==> config.mk <==
export PLATFORM = sky130hd
export DESIGN_NAME = ahb2apb_bridge
export DESIGN_NICKNAME = d
export VERILOG_FILES = /design/src/rtl/bridge_pkg.sv /design/src/rtl/bridge_ctrl.sv /design/src/rtl/bridge_dpath.sv /design/src/rtl/ahb2apb_bridge.sv
export SDC_FILE = /design/constraint.sdc
export NUM_CORES = 1
export LEC_CHECK = 0
export BUFFER_PORTS_ARGS = -buffer_cell sky130_fd_sc_hd__buf_2
export CAP_MARGIN = 20
export CELL_PAD_IN_SITES_DETAIL_PLACEMENT = 0
export CELL_PAD_IN_SITES_GLOBAL_PLACEMENT = 1
export CORE_UTILIZATION = 34
export CTS_CLUSTER_DIAMETER = 60
export DETAILED_ROUTE_END_ITERATION = 8
export PLACE_DENSITY_LB_ADDON = 0.1
export SLEW_MARGIN = 20
export SYNTH_ARGS = -nofsm -noshare
export SYNTH_HDL_FRONTEND = slang
export SYNTH_SLANG_ARGS = --single-unit
==> constraint.sdc <==
create_clock -name clk -period 3.4 [get_ports clk]
set_input_delay 0.68 -clock clk [delete_from_list [all_inputs] [get_ports clk]]
set_output_delay 0.68 -clock clk [all_outputs]
set_load 0.05 [all_outputs]
==> src/rtl/bridge_pkg.sv <==
package bridge_pkg;

  typedef enum logic [2:0] {
    ST_IDLE   = 3'd0,
    ST_SETUP  = 3'd1,
    ST_ACCESS = 3'd2,
    ST_WAIT   = 3'd3,
    ST_DONE   = 3'd4
  } brgState_t;

  localparam logic [1:0] TR_NONSEQ = 2'b10;
  localparam logic [1:0] TR_SEQ    = 2'b11;

  // strobes from control to datapath
  typedef struct packed {
    logic takeReq;   // capture system-bus address phase
    logic takeResp;  // capture peripheral response
    logic clrErr;    // forget a reported error
  } brgStrobe_t;

  function automatic logic isActiveTrans(input logic [1:0] t);
    return (t == TR_NONSEQ) || (t == TR_SEQ);
  endfunction

endpackage

==> src/rtl/bridge_ctrl.sv <==
module bridge_ctrl
  import bridge_pkg::*;
(
  input  logic       clk,
  input  logic       rstN,
  input  logic       hSel,
  input  logic [1:0] hTrans,
  input  logic       pReady,
  input  logic       errLatched,
  output brgStrobe_t strb,
  output logic       pSel,
  output logic       pEnable,
  output logic       hReady,
  output logic       hResp
);

  brgState_t state, stateNxt;
  logic      errShown, errShownNxt;
  logic      errFirst;

  // first error cycle: completion with an unreported error
  assign errFirst = (state == ST_DONE) && errLatched && !errShown;

  always_comb begin
    stateNxt    = state;
    errShownNxt = errShown;
    strb        = '0;
    unique case (state)
      ST_IDLE: begin
        if (hSel && isActiveTrans(hTrans)) begin
          strb.takeReq = 1'b1;
          stateNxt     = ST_SETUP;
        end
      end
      ST_SETUP: stateNxt = ST_ACCESS;
      ST_ACCESS, ST_WAIT: begin
        if (pReady) begin
          strb.takeResp = 1'b1;
          stateNxt      = ST_DONE;
        end else begin
          stateNxt = ST_WAIT;
        end
      end
      ST_DONE: begin
        if (errFirst) begin
          errShownNxt = 1'b1;
        end else begin
          errShownNxt = 1'b0;
          strb.clrErr = 1'b1;
          stateNxt    = ST_IDLE;
        end
      end
      default: stateNxt = ST_IDLE;
    endcase
  end

  always_ff @(posedge clk) begin
    if (!rstN) begin
      state    <= ST_IDLE;
      errShown <= 1'b0;
    end else begin
      state    <= stateNxt;
      errShown <= errShownNxt;
    end
  end

  // fixed output pattern per state
  always_comb begin
    pSel    = (state == ST_SETUP) || (state == ST_ACCESS) || (state == ST_WAIT);
    pEnable = (state == ST_ACCESS) || (state == ST_WAIT);
    hReady  = (state == ST_IDLE) || ((state == ST_DONE) && !errFirst);
    hResp   = (state == ST_DONE) && errLatched;
  end

endmodule

==> src/rtl/bridge_dpath.sv <==
module bridge_dpath
  import bridge_pkg::*;
#(
  parameter int ADDR_W = 32,
  parameter int DATA_W = 32
) (
  input  logic              clk,
  input  logic              rstN,
  input  brgStrobe_t        strb,
  input  logic [ADDR_W-1:0] hAddr,
  input  logic              hWrite,
  input  logic [DATA_W-1:0] hWdata,
  input  logic [DATA_W-1:0] pRdata,
  input  logic              pSlvErr,
  output logic [ADDR_W-1:0] pAddr,
  output logic              pWrite,
  output logic [DATA_W-1:0] pWdata,
  output logic [DATA_W-1:0] hRdata,
  output logic              errLatched
);

  logic [ADDR_W-1:0] addrQ;
  logic              writeQ;
  logic [DATA_W-1:0] wdataQ;
  logic [DATA_W-1:0] rdataQ;
  logic              errQ;

  always_ff @(posedge clk) begin
    if (!rstN) begin
      addrQ  <= '0;
      writeQ <= 1'b0;
      wdataQ <= '0;
    end else if (strb.takeReq) begin
      addrQ  <= hAddr;
      writeQ <= hWrite;
      if (hWrite) wdataQ <= hWdata;
    end
  end

  always_ff @(posedge clk) begin
    if (!rstN) begin
      rdataQ <= '0;
      errQ   <= 1'b0;
    end else if (strb.takeResp) begin
      if (!writeQ) rdataQ <= pRdata;
      errQ <= pSlvErr;
    end else if (strb.clrErr) begin
      errQ <= 1'b0;
    end
  end

  assign pAddr      = addrQ;
  assign pWrite     = writeQ;
  assign pWdata     = wdataQ;
  assign hRdata     = rdataQ;
  assign errLatched = errQ;

endmodule

==> src/rtl/ahb2apb_bridge.sv <==
module ahb2apb_bridge
  import bridge_pkg::*;
#(
  parameter int ADDR_W = 32,
  parameter int DATA_W = 32
) (
  input  logic              clk,
  input  logic              rstN,
  input  logic              hSel,
  input  logic [1:0]        hTrans,
  input  logic [ADDR_W-1:0] hAddr,
  input  logic              hWrite,
  input  logic [DATA_W-1:0] hWdata,
  output logic [DATA_W-1:0] hRdata,
  output logic              hReady,
  output logic              hResp,
  output logic              pSel,
  output logic              pEnable,
  output logic [ADDR_W-1:0] pAddr,
  output logic              pWrite,
  output logic [DATA_W-1:0] pWdata,
  input  logic [DATA_W-1:0] pRdata,
  input  logic              pReady,
  input  logic              pSlvErr
);

  brgStrobe_t strb;
  logic       errLatched;

  bridge_ctrl u_ctrl (
    .clk        (clk),
    .rstN       (rstN),
    .hSel       (hSel),
    .hTrans     (hTrans),
    .pReady     (pReady),
    .errLatched (errLatched),
    .strb       (strb),
    .pSel       (pSel),
    .pEnable    (pEnable),
    .hReady     (hReady),
    .hResp      (hResp)
  );

  bridge_dpath #(
    .ADDR_W (ADDR_W),
    .DATA_W (DATA_W)
  ) u_dpath (
    .clk        (clk),
    .rstN       (rstN),
    .strb       (strb),
    .hAddr      (hAddr),
    .hWrite     (hWrite),
    .hWdata     (hWdata),
    .pRdata     (pRdata),
    .pSlvErr    (pSlvErr),
    .pAddr      (pAddr),
    .pWrite     (pWrite),
    .pWdata     (pWdata),
    .hRdata     (hRdata),
    .errLatched (errLatched)
  );

endmodule

Yosys cells after proc, flatten, opt, wreduce, memory -nomap -nowiden. Cells that the tools add are included.

Input bits: 104. Output and inout port bits: 101. Word-level logic and storage cells: 46. Register bits after elaboration: 102.

Mux-type cells: 13. Eq/ne operators: 8. Reductions and logical operators: 17. Bitwise operators: 1.

Operators by type and width (number): $pmux W3 S4 (1); $mux W1 (9); $mux W3 (3); $eq A3 B2 Y1 const B (2); $reduce_and A2 Y1 (3); $logic_or A1 B1 Y1 (5); $eq A2 B2 Y1 const B (2); $logic_and A1 B1 Y1 (4); $eq A3 B1 Y1 const B (1); $eq A3 B3 Y1 const B (1); $logic_not A3 Y1 (1); $logic_not A1 Y1 (2); $ne A2 B1 Y1 const B (1); $ne A2 B2 Y1 const B (1); $reduce_bool A2 Y1 (1); $reduce_or A2 Y1 (1); $not A1 Y1 (1).

Longest topological paths before layout.
Depth in word-level cells: 7. Depth in mapped cells: 6. Mapped depth without buffers: 3.

Hierarchy. Synthesis repeated with hierarchy kept, for this count alone.

Cells, all modules: 418. Area, all modules: 4075.2 µm².

By module, submodules not included: bridge_dpath (sequential area each 1961.9 µm², cells each 396, area each 3854.9 µm², instances 1); bridge_ctrl (sequential area each 80.1 µm², cells each 22, area each 220.2 µm², instances 1).

Least setup slack after synthesis. Ideal clock, no wire load.

Kind: reg-to-output. Start point: register u_ctrl.state[1]. End point: output port hReady. Buffers on the path: 1. Arrival time: 1.450 ns. Stages on the path, launching flop included: 4. Setup slack: 1.270 ns. Required time: 2.720 ns. Path through: dfxtp_1 > or2_1 > buf_2 > a21oi_1.

Cells in the longest elaborated chain, start to end: 6. Elaborated cells on any way between the ends: 7. Classes of those cells: eq/ne: 1; reduce/logical: 6.

RTL lines: start: declaration (RTL line bridge_ctrl.sv:17) `brgState_t state, stateNxt;`; start signal: assignment (RTL line bridge_ctrl.sv:62) `state <= stateNxt;`; $eq A3 B3 Y1 (RTL line bridge_ctrl.sv:22, bridge_ctrl.sv:71); $logic_and A1 B1 Y1 (2 in a row) (RTL line bridge_ctrl.sv:22) `assign errFirst = (state == ST_DONE) && errLatched && !errShown;`; $logic_not A1 Y1 (RTL line bridge_ctrl.sv:71) `hReady = (state == ST_IDLE) || ((state == ST_DONE) && !errFirst);`; $logic_and A1 B1 Y1 (RTL line bridge_ctrl.sv:71); $logic_or A1 B1 Y1 * (RTL line bridge_ctrl.sv:71); end: declaration (RTL line ahb2apb_bridge.sv:15) `output logic hReady,`.

Every way passes the cells marked *; elsewhere a longest branch is shown, timed or not.

Final worst setup path. Same ends and word-level chain as after synthesis.

==> results.cfg <==
[pwr]
seqPwrFrac_pct = 47.4
p_per_area_nw_per_um2 = 503.2
p_leak_nw = 2.488
power.internal_mw = 1.935
swShare_pct = 27.64
vdd_drop_max_uv = 271.1
p_sw_uw = 739.0
pwr-share-clk_pct = 36.3
power.share.combinational_pct = 16.3
total_power_mw = 2.674

[placed_design]
pre_cts_ws_ps = 1297
place_congestion = 0.7314
port_buffers = 203
hpwl_mm = 6.955

[sta]
finalCriticalPeriod_ps = 2137
period_share_pct = 62.85
fmax_mhz = 468.0
rsz0062_at_grt = no
fin_worst_skew_ps = 4.701
finalSetupViolations = 0
fin_tns_setup_ps = 0
finalHoldViolCount = 0
maxSlewHeadroom_pct = 50.19
tightest_slew_ps = 746.0
slew_violations = 0
setup_slack_ps = 1263

[cts]
cts_tree = built
clock_sinks = 102
cts-root-buf = clkbuf_16
ctsResizeCount = 0
path_clk_slew_ps = 60
cts_max_level = 3
postCtsSetupRepairBufs = 0
clk_path_buf_depth = 2
clk_latency_ps = 340
cts_inserted_buffers = 9
ctsHoldBuffers = 0

[cells_and_area]
layout_common_cells = buf_2 (202), nand2_1 (195), dfxtp_1 (102)
drive_above_1_share_pct = 34.83
nets = 745
layout_commonest_cell = buf_2
antennaDiodeCount = 0
area_growth_pct = 35.34

[synthesis]
ys_top_cells_by_area = dfxtp_1 (52%), nand2_1 (19%), mux2i_1 (17%)
synth_flop_cell = dfxtp_1
synth_fp_nets = 558
ys_seq_area_share_pct = 52.01
postSynthAreaPerCell_um2 = 8.648
synth_top_area_share_pct = 52.01
yosysUniqueCellTypes = 25
syn_inst = 454
synth_seq_cells = 102
ys_warn_count = 0
synth_area_um2 = 3926
synth_largest_area_cell = dfxtp_1
synth_edf_count = 0
synth-async-reset-ratio_pct = 0

[floorplanning]
die-area_um2 = 11980
die_w_um = 109.5
coreArea_um2 = 11030
ios = 205
start_util_pct = 35.59
dieHeight_um = 109.5
fp-row-count = 38

[drt]
drt_pass1_iterations = 4
routedWlPerCell_um = 12.33
vias = 3478
remaining_drc_errors = 0
vias_per_cell = 4.425
ant_nets = 0
drt_iter0_drc = 130
drt-total-wl_mm = 9.694

[critical_path]
slowest_stage = dfxtp_1
cp.arrival_ps = 1460
reg2reg_from = u_ctrl.state[2]$_SDFFE_PN0P_
end_kind = output pin
cp-startpoint = u_ctrl.state[1]$_SDFFE_PN0P_
critPathKind = reg -> out
slowest_delay_ps = 360
critPathTopFamily = flip-flops
crit_required_ps = 2720
crit_chain = or2_1 > a21oi_1 > buf_2
critPathLaunchType = flop
critPathBufInv = 1
critPathMaxFanout = 7

[flow_run]
drv_cap = 0

[run_status]
status = complete, no violations

[worst_hold_path]
hold_class = reg -> reg
hold_start = u_dpath.hRdata[20]$_SDFFE_PN0P_

[global_routing]
grt_overflow = 0
antenna_found_initial = 0
grt_pass1_vias = 3175
grt_max_degree = 74
grt_pass1_wl_mm = 14.85
track_usage_pct = 16.00
-- per-stage QoR --
step / instances / area [um^2] / util [%] / hold WS [ps]
2_1_floorplan: 454 / 3926 / - / 467.6
3_3_place_gp: 770 / 5032 / 45.62 / 438.1
3_5_place_dp: 770 / 5032 / 45.62 / 442.8
4_1_cts: 786 / 5314 / 48.17 / 453.8
5_1_grt: 786 / 5314 / 48.17 / 469.1
6_report: 786 / 5314 / 48.17 / 449.9
-- cells by family (layout without fill, tap and decap cells) --
family	after synthesis	count (layout)	share of synthesized area (%)
AOI/OAI and AO/OA	39	39	5.258
buffers and inverters	37	229	4.557
DFF	102	102	52.01
muxes	65	65	16.57
and+or+nand+nor	211	211	21.61
-- final timing paths --
check / to / slack (ps) / cells past startpoint
worst max-delay path: hReady / 1260 / 3
worst min-delay path: u_dpath.hRdata[20]$_SDFFE_PN0P_ / 450 / 2
worst max register to register: u_dpath.pAddr[25]$_SDFFE_PN0P_ / 1560 / 4
worst min register to register: u_dpath.hRdata[20]$_SDFFE_PN0P_ / 450 / 2
-- cells in the mapped netlist (2+ instances only) --
master / instances
buf_6: 3
clkbuf_1: 21
inv_1: 2
buf_2: 5
nor2_1: 3
nand3_1: 2
buf_1: 2
nor2b_1: 3
mux2i_1: 65
dfxtp_1: 102
nand3b_1: 2
buf_4: 3
nand2_1: 195
a21oi_1: 35
-- metal layers --
metal / up-vias / track usage (%) / part of all wire, %
met2: 120 / 25.47 / 45
li1: 1834 / - / -
met1: 1514 / 18.94 / 44
met3: 10 / 6.165 / 9.6
met5: - / 0 / 0
met4: 0 / 7.524 / 1.4
-- worst min-delay path: cells and delay by family, from the launching register on --
| kind | cells | cell delay (ps) |
|---|---|---|
| AO/OA/AOI/OAI | 1 | 50 |
| flip-flops | 1 | 310 |
| AND/OR/NAND/NOR | 1 | 50 |
-- sequential cells by signal, summed over array words and instances (netlist names) --
name and flops:
u_dpath.errLatched 1, u_dpath.pAddr 32, u_dpath.pWdata 32, u_dpath.pWrite 1, u_dpath.hRdata 32, u_ctrl.errShown 1
u_ctrl.state 3
-- cell type report --
class	count	area, um^2
Inverter	3	11.26
Multi-Input combinational cell	315	1720
Fill cell	1134	5717
Timing Repair Buffer	210	1084
Tap cell	140	175.2
Clock buffer	16	281.5
Sequential cell	102	2042
-- power by group through the flow --
stage	Sequential [mW]	Clock [mW]	Combinational (mW)
global placement	1.29	0	0.437
finish	1.27	0.971	0.436
global route	1.27	1.06	0.469
floorplan	1.45	0	0.153
detailed placement	1.29	0	0.441
CTS	1.27	1.01	0.441
No activity file was read; power rests on OpenSTA's default activity.
